**src/rtl/pt_pkg.sv**
```systemverilog
package pt_pkg;

    typedef enum logic [1:0] {
        CYC_READ    = 2'd0,
        CYC_WRITE   = 2'd1,
        CYC_SPR     = 2'd2,
        CYC_SPR_END = 2'd3
    } cyc_kind_e;

    localparam logic PAR_GET = 1'b0;
    localparam logic PAR_PUT = 1'b1;

endpackage

```
**src/rtl/pt_write_run.sv**
```systemverilog
// Tracks the position of the current cycle inside a run of back-to-back writes.
module pt_write_run (
    input  logic clk_i,
    input  logic rst_ni,
    input  logic is_write_i,
    output logic pos_odd_o
);
    // run_odd: number of writes already seen in the current run is odd
    typedef struct packed {
        logic run_odd;
    } run_t;

    run_t run_d, run_q;

    always_comb begin
        run_d = run_q;
        if (is_write_i) begin
            run_d.run_odd = ~run_q.run_odd;
        end else begin
            run_d.run_odd = 1'b0;
        end
    end

    always_ff @(posedge clk_i or negedge rst_ni) begin
        if (!rst_ni) begin
            run_q <= '0;
        end else begin
            run_q <= run_d;
        end
    end

    // Current write sits at an odd position when an even count preceded it
    assign pos_odd_o = ~run_q.run_odd;

    // a write after a write alternates the position
    a_r4_run_alternates: assert property (@(posedge clk_i) disable iff (!rst_ni)
        (is_write_i && pos_odd_o) |=> (is_write_i |-> !pos_odd_o));
    a_r4_run_restart: assert property (@(posedge clk_i) disable iff (!rst_ni)
        !is_write_i |=> pos_odd_o);

endmodule

```
**src/rtl/pt_len_select.sv**
```systemverilog
// Picks the steal length for the cycle kind on which a request lands.
module pt_len_select
    import pt_pkg::*;
#(
    parameter int READ_STEAL    = 4,
    parameter int WR_ODD_STEAL  = 3,
    parameter int WR_EVEN_STEAL = 4,
    parameter int SPR_STEAL     = 2,
    parameter int END_STEAL     = 3,
    parameter int LEN_W         = 3
) (
    input  cyc_kind_e        kind_i,
    input  logic             wr_pos_odd_i,
    output logic [LEN_W-1:0] len_o
);
    localparam logic [LEN_W-1:0] L_READ   = LEN_W'(READ_STEAL);
    localparam logic [LEN_W-1:0] L_WR_ODD = LEN_W'(WR_ODD_STEAL);
    localparam logic [LEN_W-1:0] L_WR_EVN = LEN_W'(WR_EVEN_STEAL);
    localparam logic [LEN_W-1:0] L_SPR    = LEN_W'(SPR_STEAL);
    localparam logic [LEN_W-1:0] L_END    = LEN_W'(END_STEAL);

    always_comb begin
        unique case (kind_i)
            CYC_READ:    len_o = L_READ;
            CYC_WRITE:   len_o = wr_pos_odd_i ? L_WR_ODD : L_WR_EVN;
            CYC_SPR:     len_o = L_SPR;
            CYC_SPR_END: len_o = L_END;
            default:     len_o = L_READ;
        endcase
    end

    always_comb begin
        a_r5_len_nonzero: assert (len_o != '0);
    end

endmodule

```
**src/rtl/pt_port_match.sv**
```systemverilog
// Decodes whether an address falls inside the joypad port window.
module pt_port_match #(
    parameter int ADDR_W    = 16,
    parameter int PORT_BASE = 'h4016,
    parameter int PORT_CNT  = 2
) (
    input  logic [ADDR_W-1:0] addr_i,
    output logic              hit_o
);
    localparam logic [ADDR_W:0] WIN_LO = (ADDR_W+1)'(PORT_BASE);
    localparam logic [ADDR_W:0] WIN_HI = (ADDR_W+1)'(PORT_BASE + PORT_CNT);

    logic [ADDR_W:0] addr_ext;

    always_comb begin
        addr_ext = {1'b0, addr_i};
        hit_o    = (addr_ext >= WIN_LO) && (addr_ext < WIN_HI);
    end

endmodule

```
**src/rtl/pt_steal_tracker.sv**
```systemverilog
// Reload-DMA steal length, halt window, get/put parity and joypad conflict.
module pt_steal_tracker
    import pt_pkg::*;
#(
    parameter int ADDR_W        = 16,
    parameter int PORT_BASE     = 'h4016,
    parameter int PORT_CNT      = 2,
    parameter int READ_STEAL    = 4,
    parameter int WR_ODD_STEAL  = 3,
    parameter int WR_EVEN_STEAL = 4,
    parameter int SPR_STEAL     = 2,
    parameter int END_STEAL     = 3,
    parameter int LEN_W         = 3
) (
    input  logic              clk_i,
    input  logic              rst_ni,
    input  logic [1:0]        cyc_kind_i,
    input  logic [ADDR_W-1:0] cpu_addr_i,
    input  logic              dma_req_i,
    output logic              halt_o,
    output logic [LEN_W-1:0]  steal_len_o,
    output logic              parity_o,
    output logic              conflict_o
);
    typedef struct packed {
        logic [LEN_W-1:0] cnt;   // halted cycles still to go
        logic [LEN_W-1:0] len;   // length of last accepted steal
        logic             par;   // get/put phase
        logic             conf;  // joypad conflict seen last cycle
    } trk_t;

    trk_t trk_d, trk_q;

    cyc_kind_e        kind;
    logic             wr_pos_odd;
    logic             port_hit;
    logic [LEN_W-1:0] sel_len;
    logic             halting;
    logic             accept;

    assign kind = cyc_kind_e'(cyc_kind_i);

    pt_write_run u_run (
        .clk_i      (clk_i),
        .rst_ni     (rst_ni),
        .is_write_i (kind == CYC_WRITE),
        .pos_odd_o  (wr_pos_odd)
    );

    pt_len_select #(
        .READ_STEAL    (READ_STEAL),
        .WR_ODD_STEAL  (WR_ODD_STEAL),
        .WR_EVEN_STEAL (WR_EVEN_STEAL),
        .SPR_STEAL     (SPR_STEAL),
        .END_STEAL     (END_STEAL),
        .LEN_W         (LEN_W)
    ) u_len (
        .kind_i       (kind),
        .wr_pos_odd_i (wr_pos_odd),
        .len_o        (sel_len)
    );

    pt_port_match #(
        .ADDR_W    (ADDR_W),
        .PORT_BASE (PORT_BASE),
        .PORT_CNT  (PORT_CNT)
    ) u_port (
        .addr_i (cpu_addr_i),
        .hit_o  (port_hit)
    );

    always_comb begin
        trk_d   = trk_q;
        halting = (trk_q.cnt != '0);
        accept  = dma_req_i && !halting;

        trk_d.conf = halting && (kind == CYC_READ) && port_hit;
        trk_d.par  = (kind == CYC_SPR_END) ? PAR_GET : ~trk_q.par;

        if (accept) begin
            trk_d.cnt = sel_len;
            trk_d.len = sel_len;
            trk_d.par = trk_d.par ^ sel_len[0];
        end else if (halting) begin
            trk_d.cnt = trk_q.cnt - 1'b1;
        end
    end

    always_ff @(posedge clk_i or negedge rst_ni) begin
        if (!rst_ni) begin
            trk_q <= '{cnt: '0, len: '0, par: PAR_GET, conf: 1'b0};
        end else begin
            trk_q <= trk_d;
        end
    end

    assign halt_o      = (trk_q.cnt != '0);
    assign steal_len_o = trk_q.len;
    assign parity_o    = trk_q.par;
    assign conflict_o  = trk_q.conf;

    // plain cycles flip the phase
    a_r2_toggle: assert property (@(posedge clk_i) disable iff (!rst_ni)
        ((!dma_req_i || halt_o) && kind != CYC_SPR_END) |=> parity_o != $past(parity_o));
    // read-cycle request starts a halt of the read length
    a_r3_read_len: assert property (@(posedge clk_i) disable iff (!rst_ni)
        (dma_req_i && !halt_o && kind == CYC_READ) |=> (halt_o && steal_len_o == LEN_W'(READ_STEAL)));
    // sprite-DMA request uses the sprite length
    a_r5_sprite_len: assert property (@(posedge clk_i) disable iff (!rst_ni)
        (dma_req_i && !halt_o && kind == CYC_SPR) |=> (halt_o && steal_len_o == LEN_W'(SPR_STEAL)));
    // sprite end without a steal resyncs to get
    a_r6_end_get: assert property (@(posedge clk_i) disable iff (!rst_ni)
        (kind == CYC_SPR_END && !(dma_req_i && !halt_o)) |=> parity_o == PAR_GET);
    // an odd steal leaves the phase where it was
    a_r7_odd_keeps: assert property (@(posedge clk_i) disable iff (!rst_ni)
        (accept && sel_len[0] && kind != CYC_SPR_END) |=> parity_o == $past(parity_o));
    // requests during a halt leave the length alone
    a_r8_busy_ignore: assert property (@(posedge clk_i) disable iff (!rst_ni)
        halt_o |=> $stable(steal_len_o));
    // a conflict only follows a halted cycle
    a_r9_conflict_src: assert property (@(posedge clk_i) disable iff (!rst_ni)
        conflict_o |-> $past(halt_o));
    // a halt always carries a non-zero length
    a_r10_halt_len: assert property (@(posedge clk_i) disable iff (!rst_ni)
        halt_o |-> steal_len_o != '0);

endmodule

```
**config.mk**
```make
export PLATFORM = sky130hd
export DESIGN_NAME = pt_steal_tracker
export DESIGN_NICKNAME = d
export VERILOG_FILES = /design/src/rtl/pt_pkg.sv /design/src/rtl/pt_write_run.sv /design/src/rtl/pt_len_select.sv /design/src/rtl/pt_port_match.sv /design/src/rtl/pt_steal_tracker.sv
export SDC_FILE = /design/constraint.sdc
export NUM_CORES = 1
export LEC_CHECK = 0
export BUFFER_PORTS_ARGS = -buffer_cell sky130_fd_sc_hd__clkbuf_2
export CAP_MARGIN = 20
export CORE_MARGIN = 2
export CORE_UTILIZATION = 30
export CTS_CLUSTER_DIAMETER = 150
export DETAILED_ROUTE_END_ITERATION = 10
export PLACE_DENSITY = 0.68
export SLEW_MARGIN = 20
export SYNTH_ARGS = -nofsm -noshare
export SYNTH_HDL_FRONTEND = slang
export SYNTH_SLANG_ARGS = --single-unit
```
**constraint.sdc**
```tcl
create_clock -name clk_i -period 1.4 [get_ports clk_i]
set_input_delay 0.21 -clock clk_i [delete_from_list [all_inputs] [get_ports clk_i]]
set_output_delay 0.21 -clock clk_i [all_outputs]
set_load 0.05 [all_outputs]
```
Word level (Yosys, flattened, before mapping)
Index checks and enable logic that the tools add are counted.
{ "totals": {"memories": 0, "romBits": 0, "ff_bits": 9, "input_bits": 21, "word_cells": 29, "mem_bits_rw": 0, "latchBits": 0, "out_inout_bits": 6} }
{ "op_classes": {"n_reduce_logical": 8, "magnitude_cmp": 2, "mul": 0, "add_sub_neg": 1, "n_eq_ne": 3, "n_div": 0, "n_shift": 0, "bitwise_logic": 3, "muxes": 7} }
{ "ops": {"columns": ["op", "n"], "rows": [
  ["16-bit by 15-bit greater-or-equal comparator with 1-bit output, second input constant", 1],
  ["16-bit by 15-bit < comparator with 1-bit output, second input constant", 1],
  ["3-bit one-hot mux with 4 select lines", 1],
  ["3-bit two-way mux", 3],
  ["2-bit == test, second input constant", 2],
  ["1-bit logical AND", 4],
  ["1-bit two-way mux", 3],
  ["3-bit nonzero test", 1],
  ["3-bit by 1-bit subtractor with 3-bit output, second input constant", 1],
  ["2-bit by 1-bit == test with 1-bit output, second input constant", 1],
  ["2-bit logical NOT", 1],
  ["1-bit NOT", 2],
  ["2-bit nonzero test", 1],
  ["1-bit logical NOT", 1],
  ["1-bit bitwise XOR", 1]
]} }

Depth between registers and ports, before layout
{ "depth": {"word_depth": 4, "mapped_depth": 6, "depth_no_buf": 6} }

Hierarchy
Synthesis repeated with hierarchy kept, for this count alone.
{ "unflattened": {"cells_unflattened": 45, "hier_area_um2": 519.2} }
{ "by_module_without_submodules": {"columns": ["mod", "cells_each", "area_each_um2", "instances", "seq_area_each_um2"], "rows": [
  ["pt_steal_tracker", 34, 416.6, 1, 200.2],
  ["pt_port_match", 5, 47.5, 1, 0.0],
  ["pt_write_run", 3, 35.0, 1, 25.0],
  ["pt_len_select", 3, 20.0, 1, 0.0]
]} }

Least setup slack after synthesis
OpenSTA, ideal clock, no wires.
{ "synth_timing": {"path_type": "reg2reg", "start": "reg trk_q[5] (netlist name)", "end": "reg trk_q[5] (netlist name)", "synth_period_minus_slack_ns": 1.488, "setup_slack_ns": -0.088, "path_buffers": 0, "setup_time_ns": 0.141, "stages_incl_launch_ff": 7, "arrival_time_ns": 1.347, "required_time_ns": 1.259, "path_cell_list": "dfrtp_1 -> inv_1 -> ha_1 -> nor2b_1 -> inv_1 -> a311oi_1 -> a21oi_1"} }
{ "synth_between": {"elab_chain_cells": 4, "word_cells_on_any_way": 7, "classes_between": "add/sub (1); mux (2); reduce/logical (4)"} }
{ "synth_rtl": {"columns": ["element", "line_no", "source"], "rows": [
  ["from (decl)", "pt_steal_tracker.sv:32", "trk_t trk_d, trk_q;"],
  ["from (signal assigned)", "pt_steal_tracker.sv:91", "trk_q <= '{cnt: '0, len: '0, par: PAR_GET, conf: 1'b0};"],
  ["from (signal assigned)", "pt_steal_tracker.sv:93", "trk_q <= trk_d;"],
  ["3-bit nonzero test *", null, null],
  ["named net halt_o", "pt_steal_tracker.sv:20", "output logic halt_o,"],
  ["1-bit logical NOT", "pt_steal_tracker.sv:75", "accept = dma_req_i && !halting;"],
  ["1-bit logical AND", "pt_steal_tracker.sv:75", null],
  ["3-bit two-way mux / 2-bit nonzero test (equally long branches)", null, null]
]} }
Mark *: on every way through the listed nets, which the timed path passes. The rest lies on a longest branch. The select of a mux whose other input is x is not followed.
A chain may end at the register's enable or synchronous reset.

Worst setup path after layout
{ "layout_timing": {"start": "reg trk_q[5] (netlist name)", "end": "out halt_o"} }
{ "layout_between": {"elab_chain_cells": 1} }
{ "layout_rtl": {"columns": ["element", "line_no", "source"], "rows": [
  ["3-bit nonzero test", "pt_steal_tracker.sv:97", "assign halt_o = (trk_q.cnt != '0);"],
  ["to (decl)", "pt_steal_tracker.sv:20", null]
]} }
No other way between the ends.

==> impl_metrics.json <==
{
  "status": "finished with violations",
  "violations": "setup timing",
  "postSynth.asyncResetShare": 1.00,
  "fin_worst_skew_ns": 0.00372,
  "nNetsFinal": 110,
  "p_comb_frac": 0.575,
  "cts_tree": "yes",
  "timing.fmax_mhz": 699,
  "grt_max_degree": 10,
  "ir_worst_vdd_uv": 1030,
  "wl_um": 1030,
  "crit_fanout": 3,
  "power_density_mw_per_mm2": 1910,
  "numPortBuffers": 25,
  "grt_pass1_wl_um": 1790,
  "drive_gt1_frac": 0.500,
  "wl_met2_um": 472,
  "fin_util": 0.494,
  "antenna_found_initial": 0,
  "clkPwrFrac": 0.135,
  "root_buffer": "clkbuf_4",
  "tightest_slew_ns": 0.270,
  "synth_edf_count": 0,
  "avgSynthCellArea_um2": 9.43,
  "synth_seq_cells": 9,
  "hpwl_um": 802,
  "p_leak_uw": 0.000381,
  "io_pins": 27,
  "synth.distinct_cells": 21,
  "final_common_cell": "clkbuf_2",
  "power_switching_share": 0.413,
  "fin_ws_ns": -0.0315,
  "h-tree-depth": 1,
  "p_int_uw": 844,
  "worstPathRequired_ns": 1.19,
  "die_area_mm2": 0.00197,
  "ant_nets": 0,
  "finalCriticalPeriod_ns": 1.43,
  "dr.max_layer_used": "met4",
  "synthMuxAreaShare": 0,
  "synth-simple-area-share": 0.268,
  "syn-num-nets": 75,
  "relSlewSlack": 0.818,
  "cts_buffers": 3,
  "antennaDiodeCount": 0,
  "drt-wirelength-per-cell_um": 10.0,
  "final_cell_mix": "clkbuf_2 (24), dfrtp_1 (9), buf_4 (7)",
  "cp-start-kind": "flop",
  "cap_violations": 0,
  "synth_xor_area_frac": 0,
  "drtIter0Drc": 6,
  "cts_buffer_depth": 2,
  "wl_met3_um": 113,
  "crit_type": "flop to output pin",
  "ys_top_cells_by_area": "dfrtp_1 (46%), nor2b_1 (6.4%), ha_1 (5.1%)",
  "first_pass_iters": 4,
  "via_per_inst": 4.81,
  "clk_pin_slew_worst_paths_ns": 0.06,
  "num_rows": 14,
  "seq_area_frac_synth": 0.459,
  "crit_arrival_ns": 1.22,
  "clock-sinks": 9,
  "core_mm2": 0.00152,
  "synth_top_family_by_area": "simple AND/OR/NAND/NOR gates",
  "hp-class": "input port to flop",
  "synthToLayoutAreaGrowth_pct": 53.6,
  "grt_setup_unrepaired": "yes",
  "die_h_um": 44.4,
  "hold_viol": 0,
  "period_share": 1.02,
  "start_util": 0.322,
  "end_kind": "output pin",
  "worstSkewPairLatency_ns": 0.25,
  "place_ws_ns": -0.00192,
  "synth_fa_ha_area_frac": 0.0510,
  "syn_inst": 52,
  "yosysTopAreaCell": "dfrtp_1",
  "ys.flop_type": "dfrtp_1",
  "track_usage": 0.128,
  "p_sw_uw": 595,
  "die_x_um": 44.4,
  "synth_warnings": 0,
  "synth_area_um2": 490,
  "drc_errors": 0,
  "vias": 491,
  "setup_viol": 1,
  "synth_compound_area_frac": 0.145,
  "synth_top_area_frac": 0.459,
  "gp_routability_congestion": 0.673,
  "slew_violations": 0,
  "drt-met1-wl_um": 430,
  "overflow": 0,
  "p_seq_frac": 0.290,
  "grt_pass1_vias": 453
}
[power by group through the flow]
stage	clock, uW	combinational, uW	sequential, uW
2_1_floorplan	0	460	443
3_3_place_gp	0	579	411
3_5_place_dp	0	598	413
4_1_cts	201	768	417
5_1_grt	222	908	430
6_report	194	827	417
[worst max-delay path: stages, from the launching register on]
cell       delay [ns]
dfrtp_1          0.38
inv_2            0.08
ha_4             0.13
nor2b_4          0.15
inv_2            0.06
clkbuf_16        0.16
[Yosys cell counts, drive strengths merged, types with 2 or more instances]
| master | n |
|---|---|
| nand2b | 2 |
| o21ai | 5 |
| a21oi | 3 |
| nor4b | 2 |
| nor4 | 2 |
| buf | 3 |
| ha | 2 |
| inv | 4 |
| dfrtp | 9 |
| nor2b | 5 |
| nor2 | 3 |
| nand2 | 4 |
[final timing paths]
check,from,end,slack [ns],depth (start not counted)
max,trk_q[5],halt_o,-0.03,5
min,cpu_addr_i[3],conflict_o,0.12,2
max reg2reg,trk_q[5],trk_q[5],0.04,7
min reg2reg,steal_len_o[2],steal_len_o[2],0.48,1
max in group asynchronous,rst_ni,conflict_o,0.86,2
min in group asynchronous,rst_ni,parity_o,0.34,2
[registers in the layout (all words and copies together) (netlist names)]
register	flops
trk_q	3
conflict_o	1
u_run.run_q	1
parity_o	1
steal_len_o	3
[layout make-up]
cell class / count / area, um^2
Tap cell: 16 / 20.0
Clock buffer: 4 / 26.3
Inverter: 4 / 15.0
Timing Repair Buffer: 33 / 208
Multi-Input combinational cell: 36 / 259
Sequential cell: 9 / 225
Fill cell: 144 / 771
[metal layers]
| layer | up-vias | GRT usage |
|---|---|---|
| li1 | 248 | - |
| met4 | 0 | 0.0909 |
| met2 | 24 | 0.191 |
| met1 | 217 | 0.148 |
| met3 | 2 | 0.0531 |
| met5 | - | 0 |
[kinds of logic after synthesis]
family / count (synthesis)
adder cells (fa/ha/maj): 2
flip-flops: 9
AND/OR/NAND/NOR: 22
AO/OA/AOI/OAI: 12
buffers and inverters: 7
[metrics by stage]
stage | total power [uW] | cell area, um^2 | hold slack, ns | instances | setup TNS (ns)
after floorplan | 902 | 490 | -0.0856 | 52 | 0
after global placement | 990 | 621 | 0.0768 | 91 | 0
after detailed placement | 1010 | 621 | 0.0786 | 91 | -0.00192
after CTS | 1390 | 719 | 0.108 | 99 | -0.0505
after global routing | 1560 | 753 | 0.102 | 102 | -0.138
final | 1440 | 753 | 0.116 | 102 | -0.0315
[timing repair]
action / in CTS / in global routing
pin swaps: 1 / 2
hold buffers: 1 / 0
setup endpoints to repair: 1 / 5
gates resized for setup: 9 / 3
buffers inserted: 3 / 3
hold endpoints to repair: 9 / 0
Note: power is estimated with default switching activity, not from simulation.
